<file path="src/rtl/pwac_pkg.sv">
// Package: shared types for the paged write address counter.
// Assumes: one transaction at a time; the engine orders its strobes.
package pwac_pkg;
    // Phases of one write transaction.
    typedef enum logic [2:0] {
        PH_IDLE  = 3'd0,  // no transaction open
        PH_WADDR = 3'd1,  // waiting for the word-address byte
        PH_WACK  = 3'd2,  // word address acknowledged, slot running
        PH_DATA  = 3'd3,  // ready for a data byte
        PH_DACK  = 3'd4,  // data byte held, acknowledge slot running
        PH_LOCK  = 3'd5   // protected target, ignore until STOP/select
    } phase_t;
endpackage

</file>
<file path="src/rtl/pwac_addr_ctr.sv">
// Module: pwac_addr_ctr
// Holds the word address as a page number and an in-page offset.
// A load writes both parts; an increment advances only the offset
// modulo the page size. The page never changes on an increment.
// Assumes: load and increment are never requested together.
module pwac_addr_ctr #(
    parameter int ADDR_W = 8,
    parameter int OFF_W  = 4,
    localparam int PAGE_W = ADDR_W - OFF_W
) (
    input  logic              clk_i,
    input  logic              rst_n_i,
    input  logic              load_i,
    input  logic [ADDR_W-1:0] load_val_i,
    input  logic              inc_i,
    output logic [PAGE_W-1:0] page_o,
    output logic [OFF_W-1:0]  off_o
);
    localparam logic [OFF_W-1:0] OFF_ONE = OFF_W'(1);

    // Page register: changed by a load only.
    always_ff @(posedge clk_i) begin
        if (!rst_n_i)
            page_o <= '0;
        else if (load_i)
            page_o <= load_val_i[ADDR_W-1:OFF_W];
    end

    // Offset register: load, or advance with natural wrap of OFF_W bits.
    always_ff @(posedge clk_i) begin
        if (!rst_n_i)
            off_o <= '0;
        else if (load_i)
            off_o <= load_val_i[OFF_W-1:0];
        else if (inc_i)
            off_o <= off_o + OFF_ONE;
    end
endmodule

</file>
<file path="src/rtl/pwac_page_buf.sv">
// Module: pwac_page_buf
// One page of staged write data, with a valid flag for each byte.
// A write stores data and sets the flag at that offset; a clear drops
// all flags (the data is left in place and is meaningless without them).
// Assumes: clear takes priority over a write in the same cycle.
module pwac_page_buf #(
    parameter int DATA_W = 8,
    parameter int OFF_W  = 4,
    localparam int DEPTH = 1 << OFF_W
) (
    input  logic              clk_i,
    input  logic              rst_n_i,
    input  logic              clr_i,
    input  logic              we_i,
    input  logic [OFF_W-1:0]  wr_off_i,
    input  logic [DATA_W-1:0] wr_data_i,
    input  logic [OFF_W-1:0]  rd_off_i,
    output logic [DATA_W-1:0] rd_data_o,
    output logic              rd_vld_o
);
    logic [DATA_W-1:0] mem_q [DEPTH];
    logic [DEPTH-1:0]  vld_q;

    for (genvar g = 0; g < DEPTH; g++) begin : g_slot
        logic hit;
        assign hit = we_i && (wr_off_i == OFF_W'(g));

        // Data slot: capture the byte when this offset is written.
        always_ff @(posedge clk_i) begin
            if (!rst_n_i)
                mem_q[g] <= '0;
            else if (hit && !clr_i)
                mem_q[g] <= wr_data_i;
        end

        // Valid flag: set on write, dropped on clear.
        always_ff @(posedge clk_i) begin
            if (!rst_n_i || clr_i)
                vld_q[g] <= 1'b0;
            else if (hit)
                vld_q[g] <= 1'b1;
        end
    end

    // Read port: combinational lookup by offset.
    always_comb begin
        rd_data_o = mem_q[rd_off_i];
        rd_vld_o  = vld_q[rd_off_i];
    end
endmodule

</file>
<file path="src/rtl/pwac_seq.sv">
// Module: pwac_seq
// Sequences one write transaction: word address, then data bytes,
// then STOP. Drives the acknowledge, the address load and increment,
// the buffer write and clear, and the commit request.
// Assumes: sel_i and stop_i never coincide with each other.
module pwac_seq
    import pwac_pkg::*;
#(
    parameter int DATA_W = 8
) (
    input  logic              clk_i,
    input  logic              rst_n_i,
    input  logic              sel_i,
    input  logic              stop_i,
    input  logic              mid_byte_i,
    input  logic              byte_vld_i,
    input  logic [DATA_W-1:0] byte_i,
    input  logic              ack_done_i,
    input  logic              prot_hit_i,
    output logic              ack_o,
    output logic              commit_o,
    output logic              addr_ld_o,
    output logic              buf_we_o,
    output logic              buf_clr_o,
    output logic [DATA_W-1:0] wr_data_o,
    output logic              lock_o
);
    phase_t ph_q;
    logic   got_byte_q;
    logic   stop_ok;
    logic   quiet;

    // No select or STOP this cycle: the phase logic below may act.
    assign quiet   = !sel_i && !stop_i;
    // A STOP may commit only from the data phase after a full byte.
    assign stop_ok = (ph_q == PH_DATA) && got_byte_q && !mid_byte_i;

    // Strobes decoded from the current phase and the engine inputs.
    always_comb begin
        addr_ld_o = quiet && (ph_q == PH_WADDR) && byte_vld_i && !prot_hit_i;
        buf_we_o  = quiet && (ph_q == PH_DACK) && ack_done_i;
        buf_clr_o = sel_i || (stop_i && !stop_ok);
        lock_o    = (ph_q == PH_LOCK);
    end

    // Phase, acknowledge and commit registers.
    always_ff @(posedge clk_i) begin
        if (!rst_n_i) begin
            ph_q       <= PH_IDLE;
            ack_o      <= 1'b0;
            commit_o   <= 1'b0;
            got_byte_q <= 1'b0;
        end else begin
            commit_o <= 1'b0;
            if (sel_i) begin
                ph_q       <= PH_WADDR;
                ack_o      <= 1'b0;
                got_byte_q <= 1'b0;
            end else if (stop_i) begin
                ph_q     <= PH_IDLE;
                ack_o    <= 1'b0;
                commit_o <= stop_ok;
            end else begin
                unique case (ph_q)
                    PH_WADDR: if (byte_vld_i) begin
                        ph_q  <= prot_hit_i ? PH_LOCK : PH_WACK;
                        ack_o <= !prot_hit_i;
                    end
                    PH_WACK: if (ack_done_i) begin
                        ph_q  <= PH_DATA;
                        ack_o <= 1'b0;
                    end
                    PH_DATA: if (byte_vld_i) begin
                        ph_q  <= PH_DACK;
                        ack_o <= 1'b1;
                    end
                    PH_DACK: if (ack_done_i) begin
                        ph_q       <= PH_DATA;
                        ack_o      <= 1'b0;
                        got_byte_q <= 1'b1;
                    end
                    default: ack_o <= 1'b0;
                endcase
            end
        end
    end

    // Pending data byte: held from its arrival until its slot completes.
    always_ff @(posedge clk_i) begin
        if (!rst_n_i)
            wr_data_o <= '0;
        else if (quiet && (ph_q == PH_DATA) && byte_vld_i)
            wr_data_o <= byte_i;
    end
endmodule

</file>
<file path="src/rtl/page_wr_addr_ctr.sv">
// Module: page_wr_addr_ctr (top)
// Word-address tracking and page staging for serial writes. It joins the
// sequencer, the wrapping address counter and the page buffer, and
// decides whether the incoming word address falls in the protected range.
// Assumes: ADDR_W <= DATA_W (the word address fits in one byte).
module page_wr_addr_ctr #(
    parameter int DATA_W = 8,
    parameter int ADDR_W = 8,
    parameter int PAGE_BYTES = 16,
    localparam int OFF_W  = $clog2(PAGE_BYTES),
    localparam int PAGE_W = ADDR_W - OFF_W
) (
    input  logic              clk_i,
    input  logic              rst_n_i,
    input  logic              sel_i,
    input  logic              stop_i,
    input  logic              mid_byte_i,
    input  logic              byte_vld_i,
    input  logic [DATA_W-1:0] byte_i,
    input  logic              ack_done_i,
    input  logic              prot_en_i,
    input  logic [PAGE_W-1:0] prot_base_i,
    input  logic [OFF_W-1:0]  rd_off_i,
    output logic              ack_o,
    output logic [ADDR_W-1:0] addr_o,
    output logic              commit_o,
    output logic [PAGE_W-1:0] commit_page_o,
    output logic [DATA_W-1:0] rd_data_o,
    output logic              rd_vld_o
);
    logic [ADDR_W-1:0] waddr;
    logic              prot_hit;
    logic              addr_ld;
    logic              buf_we;
    logic              buf_clr;
    logic              lock;
    logic [DATA_W-1:0] wr_data;
    logic [PAGE_W-1:0] cur_page;
    logic [OFF_W-1:0]  cur_off;

    // Protection decision on the page field of the incoming address byte.
    always_comb begin
        waddr    = byte_i[ADDR_W-1:0];
        prot_hit = prot_en_i && (waddr[ADDR_W-1:OFF_W] >= prot_base_i);
    end

    pwac_seq #(.DATA_W(DATA_W)) u_seq (
        .clk_i      (clk_i),
        .rst_n_i    (rst_n_i),
        .sel_i      (sel_i),
        .stop_i     (stop_i),
        .mid_byte_i (mid_byte_i),
        .byte_vld_i (byte_vld_i),
        .byte_i     (byte_i),
        .ack_done_i (ack_done_i),
        .prot_hit_i (prot_hit),
        .ack_o      (ack_o),
        .commit_o   (commit_o),
        .addr_ld_o  (addr_ld),
        .buf_we_o   (buf_we),
        .buf_clr_o  (buf_clr),
        .wr_data_o  (wr_data),
        .lock_o     (lock)
    );

    pwac_addr_ctr #(.ADDR_W(ADDR_W), .OFF_W(OFF_W)) u_ctr (
        .clk_i      (clk_i),
        .rst_n_i    (rst_n_i),
        .load_i     (addr_ld),
        .load_val_i (waddr),
        .inc_i      (buf_we),
        .page_o     (cur_page),
        .off_o      (cur_off)
    );

    pwac_page_buf #(.DATA_W(DATA_W), .OFF_W(OFF_W)) u_buf (
        .clk_i     (clk_i),
        .rst_n_i   (rst_n_i),
        .clr_i     (buf_clr),
        .we_i      (buf_we),
        .wr_off_i  (cur_off),
        .wr_data_i (wr_data),
        .rd_off_i  (rd_off_i),
        .rd_data_o (rd_data_o),
        .rd_vld_o  (rd_vld_o)
    );

    // Address and commit page outputs.
    always_comb begin
        addr_o        = {cur_page, cur_off};
        commit_page_o = cur_page;
    end
endmodule

</file>
<file path="config.mk">
export PLATFORM = sky130hd
export DESIGN_NAME = page_wr_addr_ctr
export DESIGN_NICKNAME = d
export VERILOG_FILES = /design/src/rtl/pwac_pkg.sv /design/src/rtl/pwac_addr_ctr.sv /design/src/rtl/pwac_page_buf.sv /design/src/rtl/pwac_seq.sv /design/src/rtl/page_wr_addr_ctr.sv
export SDC_FILE = /design/constraint.sdc
export NUM_CORES = 1
export LEC_CHECK = 0
export BUFFER_PORTS_ARGS = -buffer_cell sky130_fd_sc_hd__buf_2
export CORE_MARGIN = 2
export CORE_UTILIZATION = 45
export CTS_CLUSTER_DIAMETER = 80
export CTS_CLUSTER_SIZE = 24
export DETAILED_ROUTE_END_ITERATION = 7
export PLACE_DENSITY = 0.62
export REMOVE_ABC_BUFFERS = 1
export SLEW_MARGIN = 20
export SYNTH_ARGS = -nofsm -noshare
export SYNTH_HDL_FRONTEND = slang
export SYNTH_SLANG_ARGS = --single-unit
</file>
<file path="constraint.sdc">
create_clock -name clk_i -period 2.35 [get_ports clk_i]
set_input_delay 0.3525 -clock clk_i [delete_from_list [all_inputs] [get_ports clk_i]]
set_output_delay 0.3525 -clock clk_i [all_outputs]
set_load 0.01 [all_outputs]
</file>
## Yosys cells after proc, flatten, opt, wreduce, memory -nomap -nowiden

Memories as Yosys holds them, arrays and structs flattened.
Cells that the tools add are included.

| operators by class | value |
|---|---|
| add/sub/neg operators | 1 |
| $lt $le $gt $ge | 2 |
| eq/ne operators | 25 |
| mux-type cells | 80 |
| bitwise operators | 18 |
| reduce and logical (&&, ||, !) cells | 65 |

Operators by type and width:

| cell | number |
|---|---|
| $mux W8 | 16 |
| $mux W1 | 55 |
| $logic_and A1 B1 Y1 | 44 |
| $eq A4 B4 Y1 const B | 8 |
| $eq A4 B3 Y1 const B | 4 |
| $or A1 B1 Y1 | 16 |
| $mux W3 | 4 |
| $pmux W3 S3 | 1 |
| $eq A4 B2 Y1 const B | 2 |
| $mux W4 | 2 |
| $ne A4 B4 Y1 const B | 2 |
| $reduce_and A4 Y1 | 2 |
| $logic_not A1 Y1 | 7 |
| $eq A3 B2 Y1 const B | 2 |
| $reduce_and A3 Y1 | 2 |
| $reduce_or A3 Y1 | 2 |
| $lt A4 B5 Y1 const B | 1 |
| $reduce_bool A5 Y1 | 1 |
| $add A4 B1 Y4 const B | 1 |
| $bmux W1 S4 | 1 |
| $eq A4 B1 Y1 const B | 1 |
| $ge A4 B4 Y1 | 1 |
| $logic_not A4 Y1 | 1 |
| $ne A2 B2 Y1 const B | 2 |
| other kinds (10) | 13 |

| word-level totals | value |
|---|---|
| register bits | 38 |
| bits in writable memories | 128 |
| input bits | 24 |
| output and inout port bits | 23 |
| word-level logic and storage cells | 216 |
| memories | 1 |

Memories:

| memory | depth | width | read ports | clocked after Yosys merged registers in | wr ports | line | RTL |
|---|---|---|---|---|---|---|---|
| u_buf.mem_q | 16 | 8 | 1 | 0 | 16 | pwac_page_buf.sv:21 | `logic [DATA_W-1:0] mem_q [DEPTH];` |

## Longest topological paths before layout

| logic depth | value |
|---|---|
| depth in word-level cells | 12 |
| gate-level depth with buffers | 8 |
| mapped depth without buffers | 7 |

## Modules after synthesis

A second synthesis with hierarchy kept.

| second synthesis, totals | value |
|---|---|
| cell total of the unflattened synthesis | 603 |
| area total of the unflattened synthesis | 7,548.5 µm² |

By module, submodules not included:

| module | times used | cells an instance | area each (µm²) |
|---|---|---|---|
| pwac_page_buf | 1 | 470 | 6,334.8 |
| pwac_seq | 1 | 80 | 739.5 |
| pwac_addr_ctr | 1 | 35 | 345.3 |
| page_wr_addr_ctr | 1 | 18 | 128.9 |

## Worst setup path after synthesis

OpenSTA, ideal clock, no wires.

| timing | value |
|---|---|
| kind | register to register |
| from | register u_seq.ph_q[1] |
| to | memory u_buf.mem_q[11][0] (enable) |
| setup time | 384 ps |
| arrival time | 1,919 ps |
| required time | 1,966 ps |
| path slack | 47 ps |
| stages on the path, launching flop included | 8 |
| period minus slack after synthesis | 2,303 ps |
| path through | dfxtp_1 > buf_4 > and2b_2 > nand4b_2 > a21oi_2 > nand3b_1 > clkbuf_1 > o21ai_0 |

RTL lines:

| element | line | RTL |
|---|---|---|
| start, declared | pwac_seq.sv:28 | `phase_t ph_q;` |
| start signal, assigned | pwac_seq.sv:66 | `ph_q <= prot_hit_i ? PH_LOCK : PH_WACK;` |
| end, declared | pwac_page_buf.sv:21 |  |

## Worst setup path after layout

| timing | value |
|---|---|
| from | memory u_buf.mem_q[10][4] |
| to | output port rd_data_o[4] |

| on the way | value |
|---|---|
| longest elaborated chain between the ends | 1 |

Ends and longest elaborated chain:

| element | line | RTL |
|---|---|---|
| $mem_v2 Z16 W8 | -- |  |
| end, declared | page_wr_addr_ctr.sv:28 | `output logic [DATA_W-1:0] rd_data_o,` |

Every way passes these cells.

==> impl_results.md <==
- FP Rows: 47
- Routed len/inst: 21.53 microns
- CTS sink count: 166
- Vias/cell: 5.684
- Gate Count Post-Synth: 574
- CTS H-tree depth: 4
- Syn Area/Cell: 13.38 sq um
- Final Setup Violations: 0
- WHS: 0.1786 ns
- Cell area after synthesis: 7682 sq um
- Yosys Warn Count: 0
- Routed vias: 5008
- Area delta synth->final: 15.78%
- Data required, critical path: 2.00 ns
- HPWL after detailed placement: 13110 microns
- Sequential element share of the synthesized area: 59.93%
- Antenna diode instance count: 0
- Full die area: 18130 sq um
- Detail Route Antenna Nets: 0
- Period utilization: 98.33%
- Die Y-Extent: 134.7 microns
- Ranking of synthesized cells by area: edfxtp_1 (50%), dfxtp_1 (9.9%), mux4_2 (7.3%)
- Clock Pin Slew Worst Setup and Hold Paths: 0.06 ns
- # fillers: 1389
- Final min period: 2.311 ns
- Met3 Use GR: 6.119%
- Fmax: 0.4328 GHz
- Die width: 134.7 microns
- Initial Util: 46.16%
- Postcts setup bufs: 0
- EDFF count, synth: 128
- Outcome: finished, final reports clean
- Worst Max-Slew Pin Slew: 0.4917 ns
- Post-layout util: 53.45%
- Iter 0 DRT Violations: 545
- Final worst slack: 0.03931 ns
- Power per Cell Area: 713.8 nW/um^2
- Setup crit end kind: output port
- Num CTS Buffers: 17
- Core Area: 16640 sq um
- CTS tree: done
- Port bufs: 46
- Io pins: 47
- Leakage: 3.440 nW
- Slew HR: 67.22%
- Post-synth top flop: edfxtp_1
- Place WS: 0.02809 ns
- Final #Nets: 680
- Met1 Usage GRT: 29.66%
- Clk_skew: 0.008162 ns
- Synth top area share: 50.03%
- Crit path max fanout: 1
- Clk Latency, worst-skew pair: 0.43 ns
- TritonRoute pass-1 iters: 5
- Hold crit path type: in2reg
- Layout cells sized above 1: 24.66%
- Largest net degree at the start of global routing: 43
- Hold Fails Final Rpt: 0
- Drt total wl: 18970 microns
- RSZ-0062 raised after global routing: yes
- Worst VDD drop: 0.5101 mV
- Largest area contributor in the netlist: edfxtp_1
- Routability cong.: 0.8687
- Post-route DRC: 0
- GRT Max-Usage Layer: met2
- Critical path type: reg2out
- Post-Layout Inst Area: 8895 sq um
- Crit path launch type: flip-flop
- Tot GR Track Use: 22.42%
- Crit path DAT: 1.96 ns
- Gr ovfl total: 0
- Global routing usage on met2: 36.04%
- First-pass GRT wire length: 29260 microns
- Initial antenna violation count: 0
- Maxcap violations: 0
- Clock Tree Root: clkbuf_16
- Number of global-route vias before repair: 5027
- Synth unique cells: 44
- Clock Path Buffers: 2
- Post-synth ARST share: 0%
- Final slew viol count: 0
- Yosys reg bits: 166
- Placed Instance Area: 8334 sq um
flip-flops by register name, summed over array words and instances, names as in the netlist:
register,count
u_buf.vld_q,16
u_ctr.page_o,4
u_seq.wr_data_o,8
u_ctr.off_o,4
u_seq.ack_o,1
u_seq.got_byte_q,1
u_seq.commit_o,1
u_buf.mem_q,128
u_seq.ph_q,3
logic make-up (layout without fill, tap and decap cells):
| group | count (synthesis) | in the layout | synth area share [%] |
|---|---|---|---|
| simple gates | 236 | 236 | 14.67 |
| compound gates | 55 | 55 | 4.414 |
| fa+ha+maj | 8 | 8 | 1.303 |
| buf+inv | 51 | 138 | 3.843 |
| mux | 56 | 56 | 15.60 |
| flops | 166 | 166 | 59.93 |
| xor+xnor | 2 | 2 | 0.2281 |
worst max-delay path: stages (launching register included):
cell	delay (ns)
edfxtp_1	0.39
mux4_1	0.49
mux4_2	0.49
buf_2	0.16
per-layer routing:
| layer | wire, microns | share of wire, % |
|---|---|---|
| met2 | 9183 | 48 |
| met3 | 1565 | 8.2 |
| met1 | 7793 | 41 |
| met5 | 0 | 0 |
| met4 | 430 | 2.3 |
final cells by class:
cell class | instances | area [sq um] | share of cell area (%)
multi-input cells | 357 | 2768 | 31.12
inverters | 9 | 33.78 | 0.3798
clock inverters | 7 | 37.54 | 0.4220
flip-flops and latches | 166 | 4604 | 51.77
repair buffers | 97 | 644.4 | 7.244
clock buffers | 25 | 531.8 | 5.978
well taps | 220 | 275.3 | 3.095
through the flow:
stage	cells	setup TNS, ns	total power, W
6_report	881	0	0.006349
5_1_grt	881	-0.02950	0.006548
4_1_cts	881	0	0.006385
3_5_place_dp	849	0	0.003742
3_3_place_gp	849	0	0.003730
2_1_floorplan	532	-46.62	0.003510
power by group:
part / switching [W] / internal [W] / leakage [nW]
clock network: 0.00110 / 0.00157 / 0.293
registers: 0.0000327 / 0.00323 / 1.63
logic: 0.000223 / 0.000197 / 1.52
total: 0.00136 / 0.00499 / 3.44
final timing paths:
path	from	endpoint	slack [ns]	cells after the start
worst max-delay path	u_buf.mem_q[10][4]$_SDFFCE_PN0P_	rd_data_o[4]	0.04	3
worst min register to register	u_buf.vld_q[14]$_SDFFE_PP0N_	u_buf.vld_q[14]$_SDFFE_PP0N_	0.45	2
worst min-delay path	byte_i[2]	u_ctr.off_o[2]$_SDFFE_PN0P_	0.18	2
worst max register to register	u_seq.ph_q[2]$_SDFFE_PP0P_	u_buf.mem_q[8][6]$_SDFFCE_PN0P_	0.13	6
cells in the mapped netlist, drive strengths merged (2+ instances only):
cell type	n
inv	9
o211ai	3
ha	8
nor2	104
mux4	45
and2	32
a21oi	5
nand3b	2
and3	4
nor3	2
o21ai	29
nor4b	2
mux2i	11
nand4	5
clkbuf	19
a221oi	2
o211a	3
nor2b	16
nand2b	2
a21o	7
and4bb	2
nand3	6
buf	23
a31oi	3
dfxtp	38
edfxtp	128
nand2	54
layout by cell type, fill, tap and decap left out, types with 16 or more instances in the layout:
master,netlist,final
nand2_1,54,54
o21ai_0,29,26
nor2_1,104,104
clkbuf_16,0,20
mux4_2,25,29
buf_4,9,49
and2_1,32,32
mux4_1,20,16
buf_2,9,45
nor2b_1,16,16
edfxtp_1,128,128
dfxtp_1,38,38
timing repair:
| action | in CTS | in global routing |
|---|---|---|
| endpoints found under the hold margin | 0 | 0 |
| resized for setup | 0 | 8 |
| hold buffers | 0 | 0 |
| endpoints found under the setup margin | 0 | 17 |
Note: power is estimated with default switching activity, not from simulation.
